### config.mk
export PLATFORM = sky130hd
export DESIGN_NAME = touch_acq_coord
export DESIGN_NICKNAME = d
export VERILOG_FILES = /design/src/rtl/touch_acq_pkg.sv /design/src/rtl/acq_trigger.sv /design/src/rtl/acq_group_lane.sv /design/src/rtl/acq_flag_unit.sv /design/src/rtl/touch_acq_coord.sv
export SDC_FILE = /design/constraint.sdc
export NUM_CORES = 1
export LEC_CHECK = 0
export BUFFER_PORTS_ARGS = -buffer_cell sky130_fd_sc_hd__buf_2
export CAP_MARGIN = 20
export CORE_ASPECT_RATIO = 1.5
export CORE_MARGIN = 3
export CORE_UTILIZATION = 25
export CTS_BUF_LIST = sky130_fd_sc_hd__clkbuf_4 sky130_fd_sc_hd__clkbuf_8
export CTS_CLUSTER_SIZE = 16
export DETAILED_ROUTE_END_ITERATION = 10
export GPL_TIMING_DRIVEN = 0
export PLACE_DENSITY = 0.52
export SYNTH_ARGS = -nofsm -noshare
export SYNTH_HDL_FRONTEND = slang
export SYNTH_SLANG_ARGS = --single-unit
### constraint.sdc
create_clock -name clk -period 3.35 [get_ports clk]
set_input_delay 0.5025 -clock clk [delete_from_list [all_inputs] [get_ports clk]]
set_output_delay 0.5025 -clock clk [all_outputs]
set_load 0.01 [all_outputs]
### src/rtl/touch_acq_pkg.sv
package touch_acq_pkg;
  localparam int CNT_W_DEF = 14;

  // limit for a 3-bit code: 2^(8+code)-1, reserved code 7 behaves as code 6
  function automatic logic [CNT_W_DEF-1:0] limit_of(input logic [2:0] code);
    logic [2:0] c;
    logic [15:0] v;
    c = (code == 3'd7) ? 3'd6 : code;
    v = (16'd256 << c) - 16'd1;
    return v[CNT_W_DEF-1:0];
  endfunction
endpackage

### src/rtl/acq_trigger.sv
module acq_trigger (
  input  logic clk,
  input  logic rst_n,
  input  logic glb_en,
  input  logic start_bit,
  input  logic run,
  input  logic sync_mode,
  input  logic sync_pol,
  input  logic sync_in,
  output logic launch
);
  logic sync_q;
  logic sync_evt;

  always_ff @(posedge clk or negedge rst_n) begin
    if (!rst_n) sync_q <= 1'b0;
    else        sync_q <= sync_in;
  end

  assign sync_evt = sync_pol ? sync_in : (sync_q & ~sync_in);
  assign launch   = glb_en & start_bit & ~run & (~sync_mode | sync_evt);

  // in sync mode with falling polarity, a launch needs a 1->0 transition
  a_r2_fall_needs_edge: assert property (@(posedge clk) disable iff (!rst_n)
    (launch && sync_mode && !sync_pol) |-> (sync_q && !sync_in));
endmodule

### src/rtl/acq_group_lane.sv
module acq_group_lane #(
  parameter int CNT_W = 14
) (
  input  logic             clk,
  input  logic             rst_n,
  input  logic             launch,
  input  logic             run,
  input  logic             en,
  input  logic             cyc_done,
  input  logic             thr_hit,
  input  logic [CNT_W-1:0] limit,
  output logic [CNT_W-1:0] cnt,
  output logic             stat,
  output logic             fin_nxt,
  output logic             limit_hit
);
  logic             active;
  logic [CNT_W-1:0] cnt_inc;

  assign active    = run & en & ~stat;
  assign cnt_inc   = cnt + 1'b1;
  assign fin_nxt   = stat | (active & cyc_done & thr_hit);
  assign limit_hit = active & cyc_done & ~thr_hit & (cnt_inc == limit);

  always_ff @(posedge clk or negedge rst_n) begin
    if (!rst_n) begin
      cnt  <= '0;
      stat <= 1'b0;
    end else if (launch) begin
      cnt  <= '0;
      stat <= 1'b0;
    end else if (active && cyc_done) begin
      cnt <= cnt_inc;
      if (thr_hit) stat <= 1'b1;
    end
  end

  a_r1_launch_clears: assert property (@(posedge clk) disable iff (!rst_n)
    launch |=> (cnt == '0 && !stat));
  a_r3_hold_after_done: assert property (@(posedge clk) disable iff (!rst_n)
    (stat && !launch) |=> $stable(cnt));
  a_r4_disabled_idle: assert property (@(posedge clk) disable iff (!rst_n)
    (!en && !launch) |=> ($stable(cnt) && $stable(stat)));
endmodule

### src/rtl/acq_flag_unit.sv
module acq_flag_unit (
  input  logic clk,
  input  logic rst_n,
  input  logic set_end,
  input  logic set_err,
  input  logic clr_end,
  input  logic clr_err,
  input  logic ie_end,
  input  logic ie_err,
  output logic end_flag,
  output logic err_flag,
  output logic irq
);
  always_ff @(posedge clk or negedge rst_n) begin
    if (!rst_n) begin
      end_flag <= 1'b0;
      err_flag <= 1'b0;
    end else begin
      end_flag <= set_end | (end_flag & ~clr_end);
      err_flag <= set_err | (err_flag & ~clr_err);
    end
  end

  assign irq = (end_flag & ie_end) | (err_flag & ie_err);

  a_r9_end_clear: assert property (@(posedge clk) disable iff (!rst_n)
    (clr_end && !set_end) |=> !end_flag);
  a_r9_set_wins: assert property (@(posedge clk) disable iff (!rst_n)
    set_err |=> err_flag);
  a_r7_err_implies_end: assert property (@(posedge clk) disable iff (!rst_n)
    $rose(err_flag) |-> end_flag);
endmodule

### src/rtl/touch_acq_coord.sv
module touch_acq_coord
  import touch_acq_pkg::*;
#(
  parameter int NGRP  = 6,
  parameter int CNT_W = CNT_W_DEF
) (
  input  logic                  clk,
  input  logic                  rst_n,
  input  logic                  glb_en,
  input  logic                  start_set,
  input  logic                  start_clr,
  input  logic                  sync_mode,
  input  logic                  sync_pol,
  input  logic                  sync_in,
  input  logic [2:0]            max_code,
  input  logic [NGRP-1:0]       grp_en,
  input  logic                  ie_end,
  input  logic                  ie_err,
  input  logic                  clr_end,
  input  logic                  clr_err,
  input  logic [NGRP-1:0]       cyc_done,
  input  logic [NGRP-1:0]       thr_hit,
  output logic                  start_bit,
  output logic                  run,
  output logic [NGRP-1:0]       grp_stat,
  output logic [NGRP*CNT_W-1:0] grp_cnt,
  output logic                  end_flag,
  output logic                  err_flag,
  output logic                  irq
);
  logic             launch;
  logic [NGRP-1:0]  fin_nxt;
  logic [NGRP-1:0]  limit_hit;
  logic [CNT_W-1:0] limit;
  logic             done_evt;
  logic             err_evt;
  logic             stop_evt;
  logic             set_end;
  logic             set_err;

  assign limit = CNT_W'(limit_of(max_code));

  acq_trigger u_trig (
    .clk(clk), .rst_n(rst_n), .glb_en(glb_en), .start_bit(start_bit),
    .run(run), .sync_mode(sync_mode), .sync_pol(sync_pol),
    .sync_in(sync_in), .launch(launch)
  );

  for (genvar g = 0; g < NGRP; g++) begin : g_lane
    acq_group_lane #(.CNT_W(CNT_W)) u_lane (
      .clk(clk), .rst_n(rst_n), .launch(launch), .run(run),
      .en(grp_en[g]), .cyc_done(cyc_done[g]), .thr_hit(thr_hit[g]),
      .limit(limit), .cnt(grp_cnt[g*CNT_W +: CNT_W]), .stat(grp_stat[g]),
      .fin_nxt(fin_nxt[g]), .limit_hit(limit_hit[g])
    );
  end

  assign done_evt = run & (&(fin_nxt | ~grp_en));
  assign err_evt  = run & (|limit_hit);
  assign stop_evt = done_evt | err_evt;
  assign set_end  = stop_evt & glb_en & ~start_clr;
  assign set_err  = err_evt & glb_en & ~start_clr;

  always_ff @(posedge clk or negedge rst_n) begin
    if (!rst_n) begin
      start_bit <= 1'b0;
      run       <= 1'b0;
    end else if (!glb_en || start_clr) begin
      start_bit <= 1'b0;
      run       <= 1'b0;
    end else if (stop_evt) begin
      start_bit <= 1'b0;
      run       <= 1'b0;
    end else begin
      if (start_set) start_bit <= 1'b1;
      if (launch)    run       <= 1'b1;
    end
  end

  acq_flag_unit u_flags (
    .clk(clk), .rst_n(rst_n), .set_end(set_end), .set_err(set_err),
    .clr_end(clr_end), .clr_err(clr_err), .ie_end(ie_end), .ie_err(ie_err),
    .end_flag(end_flag), .err_flag(err_flag), .irq(irq)
  );

  a_r5_end_stops_run: assert property (@(posedge clk) disable iff (!rst_n)
    $rose(end_flag) |-> (!run && !start_bit));
  a_r8_cancel_stops: assert property (@(posedge clk) disable iff (!rst_n)
    start_clr |=> (!run && !start_bit));
  a_r11_disabled_idle: assert property (@(posedge clk) disable iff (!rst_n)
    !glb_en |=> (!run && !start_bit));
  a_r1_run_needs_arm: assert property (@(posedge clk) disable iff (!rst_n)
    $rose(run) |-> start_bit);
endmodule

==> results of run 1 <==
## area by class of cell
cell class,count,share of cell area (%)
Multi-Input combinational cell,656,49.8
Inverter,14,0.665
Tap cell,333,5.27
Clock buffer,9,1.57
Sequential cell,95,30.1
Buffer,59,3.25
Timing Repair Buffer,128,8.54
Clock inverter,6,0.776
## critical path, delay by kind of cell, from the launching register on
kind | cells | cell delay [ns]
adder cells (fa/ha/maj) | 1 | 0.19
buffers and inverters | 2 | 0.57
AO/OA/AOI/OAI | 4 | 0.91
AND/OR/NAND/NOR | 3 | 0.85
flip-flops | 1 | 0.49
## stage by stage
stage	power, uW	cells	utilization (%)
after floorplan	1310	824	-
after global routing	2290	1300	30.5
final	2190	1300	30.5
after CTS	2240	1300	30.4
after detailed placement	1420	1285	29.7
after global placement	1420	1282	29.5
## cells in the final DEF, fill, tap and decap left out, types with 15 or more instances in the layout
| cell | synthesis | routed |
|---|---|---|
| sky130_fd_sc_hd__nand4_1 | 31 | 31 |
| sky130_fd_sc_hd__and2_1 | 15 | 15 |
| sky130_fd_sc_hd__nand3_1 | 43 | 43 |
| sky130_fd_sc_hd__and3_1 | 18 | 18 |
| sky130_fd_sc_hd__clkbuf_1 | 44 | 43 |
| sky130_fd_sc_hd__o21ai_0 | 114 | 114 |
| sky130_fd_sc_hd__dfrtp_1 | 95 | 95 |
| sky130_fd_sc_hd__xnor2_1 | 44 | 44 |
| sky130_fd_sc_hd__nor2_1 | 87 | 87 |
| sky130_fd_sc_hd__xor2_1 | 15 | 15 |
| sky130_fd_sc_hd__nand2_1 | 77 | 77 |
| sky130_fd_sc_hd__nor3_1 | 17 | 17 |
| sky130_fd_sc_hd__buf_2 | 5 | 129 |
| sky130_fd_sc_hd__a21oi_1 | 33 | 33 |
| sky130_fd_sc_hd__o31ai_1 | 27 | 27 |
## power by group
group	internal [uW]	switching [uW]
Combinational	79.0	134
Clock	340	453
Sequential	1160	22.7
## logic make-up after synthesis
logic type	Yosys count	synth area share, %
mux	6	0.946
buf+inv	73	4.65
compound gates	234	21.5
flops	95	35.9
xor+xnor	60	8.15
simple gates	344	26.6
fa+ha+maj	12	2.27
## flip-flops by register name (all words and copies together), names as in the netlist
signal,cells
u_flags.err_flag,1
start_bit,1
g_lane.u_lane.cnt,84
g_lane.u_lane.stat,6
u_trig.sync_q,1
u_flags.end_flag,1
run,1
## timing repair
action	4_1_cts	5_1_grt
gates resized for setup	0	4
setup endpoints to repair	0	4
buffers inserted	0	0
## Yosys cell counts (all sizes together) (18+ instances only)
master / n
nor2: 88
xnor2: 44
nand2: 77
a21oi: 34
nand4: 31
o21ai: 115
nand3: 44
nor3: 18
clkbuf: 45
o31ai: 27
dfrtp: 95
and3: 18
## routing by layer
layer | up-vias | track usage [%] | part of all wire [%]
met3 | 37 | 2.60 | 4.7
met5 | - | 0 | 0.038
met4 | 2 | 5.73 | 2.4
met1 | 3274 | 18.9 | 40
met2 | 211 | 29.9 | 53
li1 | 3274 | - | -
## final timing paths
kind	start	endpoint	slack, ns	cells after the start
max in group asynchronous	rst_n	g_lane[0].u_lane.cnt[11]$_DFFE_PN0P_	2.48	2
setup reg to reg	g_lane[0].u_lane.cnt[1]$_DFFE_PN0P_	u_flags.err_flag$_DFF_PN0_	0.26	10
min in group clk	sync_in	u_trig.sync_q$_DFF_PN0_	0.24	1
hold / removal	rst_n	g_lane[1].u_lane.cnt[3]$_DFFE_PN0P_	0.16	1
setup / recovery	g_lane[0].u_lane.cnt[1]$_DFFE_PN0P_	u_flags.err_flag$_DFF_PN0_	0.26	10
hold reg to reg	g_lane[1].u_lane.stat$_DFFE_PN0P_	g_lane[1].u_lane.stat$_DFFE_PN0P_	0.52	2
==> impl_metrics.py, run 1 <==
metrics = {
    "status": {
        "outcome": "completed",
    },
    "route": {
        "drc_errors": 0,
        "route.detailed.wl_per_inst_um": 18.0,
        "number_of_vias_after_detailed_routing": 6798,
        "final_antenna_net_count": 0,
        "via_density": 5.23,
        "postRouteWirelength_um": 23400,
        "drt_first_iter_violations": 391,
        "detail_route.first_pass.iterations": 5,
    },
    "synth": {
        "synth_seq_area_share_pct": 35.9,
        "syn_nets": 869,
        "synth_ff_type": "sky130_fd_sc_hd__dfrtp_1",
        "synthDominantAreaCellType": "sky130_fd_sc_hd__dfrtp_1",
        "postSynthCellCount": 824,
        "cell_area_after_technology_mapping_um2": 6620,
        "post_synthesis_area_per_instance_um2": 8.03,
        "synth-edff-count": 0,
        "count_of_distinct_cell_types_in_the_synthesized_netlist": 66,
        "synth_top_cells_by_area": "sky130_fd_sc_hd__dfrtp_1 (36%), sky130_fd_sc_hd__o21ai_0 (8.6%), sky130_fd_sc_hd__xnor2_1 (5.8%)",
        "asyncSetResetFlopFracSynth_pct": 100,
        "synth_top_area_share_pct": 35.9,
        "yosys_reg_bits": 95,
        "synth.yosys.warnings": 0,
    },
    "grt": {
        "overflow": 0,
        "first_global_vias": 6412,
        "grt_antenna_before_repair": 1,
        "grt_max_degree": 53,
        "grtUsageTotal_pct": 16.2,
        "first_pass_grt_wire_length_um": 36400,
    },
    "sta": {
        "setup_viol_count_final": 0,
        "clock-skew-final_ns": 0.0181,
        "min_period_ns": 3.09,
        "slew_violations": 0,
        "minimum_setup_slack_in_the_final_design_ns": 0.263,
        "timing.setup.tns_ns": 0,
        "maxClockFrequency_mhz": 324,
        "setup_repair_after_global_routing_missed_its_margin": "false",
        "timing.slew.headroom_pct": 30.6,
        "hold_ws_ns": 0.160,
        "report.final.hold_viol_count": 0,
        "timing_worst_slew_pin_value_ns": 1.04,
        "period_share_pct": 92.1,
    },
    "setup_path": {
        "crit_slowest_cell": "sky130_fd_sc_hd__a2111oi_1",
        "worstSetupEndpointType": "flip-flop",
        "crit_path_max_cell_delay_ns": 0.51,
        "critPathRequiredTime_ns": 3.68,
        "cp_max_fo": 10,
        "timing.setup.critical_path_class": "flip-flop to flip-flop",
        "cell_breakdown_of_the_critical_path": "ha_1 > clkbuf_1 > nand3_1 > nor4_2 > nand3b_1 > o2111ai_1 > a2111oi_1 > buf_1 > a2111oi_0 > a21oi_1",
        "startpoint_type": "flip-flop",
        "arrival_ns": 3.42,
    },
    "finish": {
        "layout.cell_area.non_filler_um2": 7900,
        "antennaDiodeCount": 0,
        "multi_input_area_um2": 3940,
        "num-fill-cells": 2840,
        "num-nets-final": 1008,
        "area_growth_syn_to_layout_pct": 19.4,
        "drive_gt1_share_pct": 17.8,
        "final-seq-area_um2": 2380,
    },
    "die": {
        "rows": 72,
        "dieHeight_um": 205,
        "die_area_um2": 28500,
        "dieWidth_um": 139,
        "coreArea_um2": 25900,
        "io_pins": 128,
        "floorplan.initialDensity_pct": 25.5,
    },
    "clock_tree": {
        "cts_root_buffer": "sky130_fd_sc_hd__clkbuf_8",
        "cts.hold.buffers_added": 0,
        "worst_skew_pair.late_latency_ns": 0.40,
        "tritoncts": "yes",
        "clkSlewWorstSetupHoldPaths_ns": 0.10,
        "cts-root-to-sink-buffers": 2,
        "cts_sinks": 95,
        "htree_num_levels": 3,
        "numCtsBuffers": 9,
    },
    "placement": {
        "buffer_ports.inserted": 125,
        "routabilityCongestion": 0.861,
        "detailedPlacementHpwl_um": 17500,
        "preCtsSetupSlack_ns": 0.156,
        "post_dp_cell_area_um2": 7710,
    },
    "pwr": {
        "pwr_density_cell_nw_per_um2": 277,
        "leak_uw": 0.00343,
        "peak_supply_drop_uv": 157,
    },
    "worst_hold_path": {
        "hp-class": "primary input to async pin",
    },
    "run": {
        "cap_viol_max_count": 0,
    },
}
Power figures use the tool's default switching activity.
==> run 2, diff against run 1 <==
- PLACE_DENSITY: 0.52 -> default
==> run 2 against run 1 <==
Worst setup slack improved by 0.069 ns. Register-to-register slack better by 0.07 ns. Sequential share of layout area is essentially flat. Via count up 0.28%. Core utilization about the same. Clock skew is 0.0020 ns lower. Global-route usage is essentially flat. Maximum frequency rose by 2.3%. Routed wire length is 0.69% lower. Sequential cell count unchanged. Sequential power about the same. Non-clock buffer count is the same.
==> impl_metrics.py, run 2 (same netlist as run 1, synthesis figures left out) <==
metrics = {
    "status": {
        "outcome": "completed",
    },
    "clock_tree": {
        "cts.hold.buffers_added": 0,
        "htree_num_levels": 3,
        "worst_skew_pair.late_latency_ns": 0.43,
        "tritoncts": "yes",
        "cts_sinks": 95,
        "numCtsBuffers": 9,
        "cts-root-to-sink-buffers": 2,
        "cts_root_buffer": "sky130_fd_sc_hd__clkbuf_8",
        "clkSlewWorstSetupHoldPaths_ns": 0.11,
    },
    "grt": {
        "first_global_vias": 6481,
        "grtUsageTotal_pct": 16.2,
        "first_pass_grt_wire_length_um": 36300,
        "grt_antenna_before_repair": 0,
        "overflow": 0,
        "grt_max_degree": 49,
    },
    "sta": {
        "timing_worst_slew_pin_value_ns": 0.985,
        "report.final.hold_viol_count": 0,
        "setup_viol_count_final": 0,
        "minimum_setup_slack_in_the_final_design_ns": 0.332,
        "slew_violations": 0,
        "min_period_ns": 3.02,
        "period_share_pct": 90.1,
        "setup_repair_after_global_routing_missed_its_margin": "false",
        "clock-skew-final_ns": 0.0161,
        "timing.slew.headroom_pct": 34.4,
        "maxClockFrequency_mhz": 331,
    },
    "placement": {
        "post_dp_cell_area_um2": 7710,
        "preCtsSetupSlack_ns": 0.152,
        "routabilityCongestion": 0.914,
        "detailedPlacementHpwl_um": 17500,
        "buffer_ports.inserted": 125,
    },
    "pwr": {
        "peak_supply_drop_uv": 188,
        "finalPower_uw": 2240,
        "pwr_density_cell_nw_per_um2": 283,
        "leak_uw": 0.00344,
    },
    "finish": {
        "post-route-util_pct": 30.5,
        "drive_gt1_share_pct": 18.0,
        "mostFrequentLayoutCell": "sky130_fd_sc_hd__buf_2",
        "top_regs": "g_lane.u_lane.cnt: 84 flops, g_lane.u_lane.stat: 6 flops",
        "area_growth_syn_to_layout_pct": 19.5,
        "number_of_flip_flops_in_the_largest_register": 84,
        "num-nets-final": 1008,
        "mostFrequentLayoutCells": "sky130_fd_sc_hd__buf_2 (130), sky130_fd_sc_hd__o21ai_0 (114), sky130_fd_sc_hd__dfrtp_1 (95)",
        "largest-register": "g_lane.u_lane.cnt",
        "antennaDiodeCount": 0,
        "layout.cell_area.non_filler_um2": 7910,
    },
    "die": {
        "io_pins": 128,
        "dieWidth_um": 139,
        "rows": 72,
        "floorplan.initialDensity_pct": 25.5,
        "dieHeight_um": 205,
        "die_area_um2": 28500,
        "coreArea_um2": 25900,
    },
    "setup_path": {
        "timing.setup.critical_path_class": "flip-flop to flip-flop",
        "cell_breakdown_of_the_critical_path": "ha_1 > clkbuf_1 > nand3_1 > nor4_2 > xnor2_1 > o22ai_1 > a2111oi_0 > buf_2 > a2111oi_0 > a21oi_1",
        "crit_slowest_cell": "sky130_fd_sc_hd__dfrtp_1",
        "worst_r2r_startpoint": "g_lane[0].u_lane.cnt[1]$_DFFE_PN0P_",
        "rr_endpoint": "u_flags.err_flag$_DFF_PN0_",
        "worst-r2r-cell-count": 10,
        "critPathTopFamily": "compound AO/OA/AOI/OAI gates",
        "critPathRequiredTime_ns": 3.71,
        "crit_path_max_cell_delay_ns": 0.50,
        "startpoint_type": "flip-flop",
        "arrival_ns": 3.37,
        "critPathBufInv": 2,
        "cp_max_fo": 10,
        "crit_top_cell": "sky130_fd_sc_hd__a2111oi_0",
        "r2r_slack_ns": 0.33,
        "worstSetupEndpointType": "flip-flop",
    },
    "route": {
        "final_antenna_net_count": 0,
        "route.detailed.wl_per_inst_um": 17.9,
        "detail_route.first_pass.iterations": 5,
        "via_density": 5.24,
        "number_of_vias_after_detailed_routing": 6817,
        "drc_errors": 0,
        "drt_first_iter_violations": 444,
        "postRouteWirelength_um": 23300,
    },
    "worst_hold_path": {
        "hp-class": "primary input to async pin",
    },
    "run": {
        "cap_viol_max_count": 0,
    },
}
-- run 2: area by class of cell --
class	instances	area (um2)
Timing Repair Buffer	128	672
Clock inverter	5	57.6
Multi-Input combinational cell	656	3940
Buffer	59	256
Inverter	14	52.6
Fill cell	2788	18000
Clock buffer	11	139
Sequential cell	95	2380
Tap cell	333	417
-- run 2: worst max-delay path by stage --
stage / startpoint / endpoint / slack [ns] / depth (start not counted)
after detailed placement: max_code[1] / start_bit$_DFFE_PN0P_ / 0.15 / 8
after floorplan: g_lane[2].u_lane.cnt[0]$_DFFE_PN0P_ / run$_DFFE_PN0P_ / 0.81 / 7
after CTS: run$_DFFE_PN0P_ / start_bit$_DFFE_PN0P_ / 0.25 / 8
final: g_lane[0].u_lane.cnt[1]$_DFFE_PN0P_ / u_flags.err_flag$_DFF_PN0_ / 0.33 / 10
after global routing: g_lane[0].u_lane.cnt[1]$_DFFE_PN0P_ / u_flags.end_flag$_DFF_PN0_ / 0.09 / 10
after global placement: max_code[2] / u_flags.end_flag$_DFF_PN0_ / -0.35 / 8
-- run 2: power by group --
| part | internal, uW | switching, uW | total [uW] |
|---|---|---|---|
| logic | 79.1 | 136 | 215 |
| registers | 1160 | 22.6 | 1180 |
| clock network | 364 | 478 | 841 |
| total | 1600 | 636 | 2240 |
-- run 2: repair_timing --
| action | 4_1_cts | 5_1_grt |
|---|---|---|
| gates resized for setup | 0 | 3 |
| setup endpoints to repair | 0 | 2 |
| buffers inserted | 0 | 0 |
-- run 2: through the flow --
step,instances,TNS (ns),hold WS (ns)
final,1301,0,0.109
after floorplan,824,0,0.207
after detailed placement,1285,0,0.523
after global routing,1301,0,0.145
after CTS,1301,0,0.113
after global placement,1282,-3.50,0.518
-- run 2: routing by layer --
metal	GRT usage [%]	wire, um	vias up
met5	0	0	-
met4	7.76	899	0
met3	2.91	1100	41
met2	29.4	12100	222
met1	18.4	9190	3272
li1	-	-	3282
==> run 3, diff against run 2 <==
- ABC_AREA: default -> 1
- CTS_BUF_LIST: sky130_fd_sc_hd__clkbuf_4 sky130_fd_sc_hd__clkbuf_8 -> sky130_fd_sc_hd__clkbuf_8
==> run 3 against run 2 <==
Sequential share of layout area grew 0.44 points. Design area shrank 1.5%. Sequential power increased by 23%. Critical path depth is 2 lower. Largest cell class unchanged. Largest power group unchanged. Register-to-register slack better by 0.19 ns. Cell count grew 13%. Clock power decreased by 12%. Worst hold slack got worse by 0.0069 ns. Critical endpoint is now g_lane[1].u_lane.cnt[13]$_DFFE_PN0P_. Non-clock buffer count down 39. Total power rose by 32%.
==> impl_metrics.py, run 3 <==
metrics = {
    "synth": {
        "synth_ff_type": "sky130_fd_sc_hd__dfrtp_1",
        "synth.most_common_cell": "sky130_fd_sc_hd__nand2_1",
        "cell_area_after_technology_mapping_um2": 6540,
        "synth_top_area_share_pct": 36.3,
        "synth.yosys.warnings": 0,
        "synth_top_cells_by_area": "sky130_fd_sc_hd__dfrtp_1 (36%), sky130_fd_sc_hd__nand2_1 (18%), sky130_fd_sc_hd__nand3_1 (10%)",
        "syn_nets": 1038,
        "synthDominantAreaCellType": "sky130_fd_sc_hd__dfrtp_1",
        "count_of_distinct_cell_types_in_the_synthesized_netlist": 36,
        "yosys-top-cells-count": "sky130_fd_sc_hd__nand2_1 (310), sky130_fd_sc_hd__inv_1 (143), sky130_fd_sc_hd__nand3_1 (137)",
        "asyncSetResetFlopFracSynth_pct": 100,
        "post_synthesis_area_per_instance_um2": 6.59,
        "synth_seq_area_share_pct": 36.3,
        "yosys_reg_bits": 95,
        "postSynthCellCount": 993,
        "synth-edff-count": 0,
    },
    "route": {
        "final_antenna_net_count": 0,
        "detail_route.first_pass.iterations": 6,
        "number_of_vias_after_detailed_routing": 6996,
        "drc_errors": 0,
        "drt_first_iter_violations": 316,
        "via_density": 4.78,
        "postRouteWirelength_um": 21700,
        "route.detailed.wl_per_inst_um": 14.8,
    },
    "placement": {
        "buffer_ports.inserted": 126,
        "detailedPlacementHpwl_um": 16800,
        "preCtsSetupSlack_ns": 0.416,
        "routabilityCongestion": 0.859,
    },
    "finish": {
        "area_growth_syn_to_layout_pct": 19.1,
        "largest-register": "g_lane.u_lane.cnt",
        "top_regs": "g_lane.u_lane.cnt: 84 flops, g_lane.u_lane.stat: 6 flops",
        "drive_gt1_share_pct": 15.7,
        "number_of_flip_flops_in_the_largest_register": 84,
        "post-route-util_pct": 30.7,
        "num-nets-final": 1177,
        "mostFrequentLayoutCells": "sky130_fd_sc_hd__nand2_1 (310), sky130_fd_sc_hd__inv_1 (144), sky130_fd_sc_hd__nand3_1 (137)",
        "num-fill-cells": 2867,
        "mostFrequentLayoutCell": "sky130_fd_sc_hd__nand2_1",
        "antennaDiodeCount": 0,
    },
    "pwr": {
        "peak_supply_drop_uv": 181,
        "leak_uw": 0.00396,
        "clock_power_share_pct": 25.1,
        "power_switching_share_pct": 36.9,
        "internal_dissipation_uw": 1870,
        "combPwrFrac_pct": 26.1,
        "seq_power_share_pct": 48.8,
        "power.switching_uw": 1090,
        "pwr_density_cell_nw_per_um2": 380,
    },
    "sta": {
        "timing.setup.tns_ns": 0,
        "min_period_ns": 2.83,
        "minimum_setup_slack_in_the_final_design_ns": 0.518,
        "timing.slew.headroom_pct": 37.2,
        "setup_viol_count_final": 0,
        "setup_repair_after_global_routing_missed_its_margin": "false",
        "report.final.hold_viol_count": 0,
        "clock-skew-final_ns": 0.0152,
        "hold_ws_ns": 0.102,
        "maxClockFrequency_mhz": 353,
        "timing_worst_slew_pin_value_ns": 0.942,
        "slew_violations": 0,
        "period_share_pct": 84.5,
    },
    "clock_tree": {
        "cts_root_buffer": "sky130_fd_sc_hd__clkbuf_8",
        "ctsResizeCount": 0,
        "numCtsBuffers": 9,
        "tritoncts": "yes",
        "worst_skew_pair.late_latency_ns": 0.40,
        "htree_num_levels": 3,
        "cts.hold.buffers_added": 0,
        "cts-root-to-sink-buffers": 2,
        "cts_sinks": 95,
        "clkSlewWorstSetupHoldPaths_ns": 0.10,
        "cts.repair_timing.setup_buffer_count": 0,
    },
    "run": {
        "cap_viol_max_count": 0,
    },
    "setup_path": {
        "r2r_slack_ns": 0.52,
        "worstSetupEndpointType": "flip-flop",
        "arrival_ns": 3.09,
        "critPathRequiredTime_ns": 3.61,
        "worst-r2r-cell-count": 8,
        "startpoint_type": "flip-flop",
        "cp_max_fo": 10,
        "timing.setup.critical_path_class": "flip-flop to flip-flop",
    },
    "die": {
        "rows": 71,
        "die_area_um2": 28200,
        "io_pins": 128,
        "coreArea_um2": 25400,
        "floorplan.initialDensity_pct": 25.7,
        "dieWidth_um": 138,
        "dieHeight_um": 204,
    },
    "grt": {
        "grtUsageTotal_pct": 15.7,
        "first_pass_grt_wire_length_um": 35300,
        "first_global_vias": 6722,
        "overflow": 0,
        "grt_max_degree": 55,
        "grt_antenna_before_repair": 0,
    },
    "worst_hold_path": {
        "hp-class": "primary input to async pin",
    },
    "status": {
        "outcome": "completed",
    },
}
## run 3: cell types whose count changed in the layout (fill, tap and decap cells not counted), sizes merged, moves of 15 or more
cell    before  now
a21oi       34    4
o22ai        4   52
xnor2       44    1
inv         15  148
nor2        88  112
nand2       77  310
and2        15    0
clkbuf      56   18
o21ai      115   54
nand3       44  142
a31oi       15    0
o31ai       27    0
and3        18    0
## run 3: stage by stage
step	power (uW)	instances	area, um2
after floorplan	1900	993	6540
after global placement	2240	1447	7580
after detailed placement	2250	1449	7620
after CTS	3010	1464	7790
after global routing	3180	1464	7790
final	2960	1464	7790
## run 3: worst paths after layout
path                                                  from                                    to
worst min register to register  u_flags.end_flag$_DFF_PN0_            u_flags.end_flag$_DFF_PN0_
worst min-delay path                                 rst_n   g_lane[0].u_lane.cnt[8]$_DFFE_PN0P_
worst max-delay path                       run$_DFFE_PN0P_  g_lane[1].u_lane.cnt[13]$_DFFE_PN0P_
worst max register to register             run$_DFFE_PN0P_  g_lane[1].u_lane.cnt[13]$_DFFE_PN0P_
max in group asynchronous                            rst_n   g_lane[2].u_lane.cnt[1]$_DFFE_PN0P_
min in group clk                                   sync_in               u_trig.sync_q$_DFF_PN0_
## run 3: logic make-up (layout without fill, tap and decap cells)
logic type | after synthesis | after routing | synth area share, %
AO/OA/AOI/OAI | 114 | 114 | 10.3
XOR/XNOR | 8 | 8 | 1.72
adder cells (fa/ha/maj) | 12 | 12 | 2.30
buffers and inverters | 169 | 312 | 10.4
flip-flops | 95 | 95 | 36.3
AND/OR/NAND/NOR | 595 | 595 | 39.0
## run 3: layout make-up
type / count / area, um2 / area share, %
Buffer: 20 / 116 / 1.49
Multi-Input combinational cell: 729 / 3480 / 44.7
Clock buffer: 11 / 151 / 1.94
Sequential cell: 95 / 2380 / 30.5
Clock inverter: 4 / 22.5 / 0.289
Inverter: 149 / 564 / 7.24
Tap cell: 328 / 410 / 5.27
Timing Repair Buffer: 128 / 668 / 8.57
## run 3: worst max-delay path, stage by stage, from the launching register on
cell and delay [ns]:
sky130_fd_sc_hd__dfrtp_1 0.38, sky130_fd_sc_hd__buf_2 0.20, sky130_fd_sc_hd__inv_1 0.11, sky130_fd_sc_hd__nand3_1 0.07, sky130_fd_sc_hd__a21oi_1 0.73, sky130_fd_sc_hd__clkinv_1 0.62, sky130_fd_sc_hd__nand2_1 0.20, sky130_fd_sc_hd__buf_2 0.26
sky130_fd_sc_hd__o22ai_1 0.11
## run 3: power by group through the flow
stage	Clock, uW	Sequential, uW	Combinational (uW)
floorplan	0	1490	413
global placement	0	1470	768
detailed placement	0	1470	783
CTS	779	1450	786
global route	824	1470	881
finish	744	1450	772
## run 3: routing by layer
layer | share of wire (%) | GRT usage (%)
met5 | 0 | 0
met4 | 3.6 | 7.17
met3 | 5.9 | 3.07
met2 | 47 | 26.1
met1 | 43 | 19.6
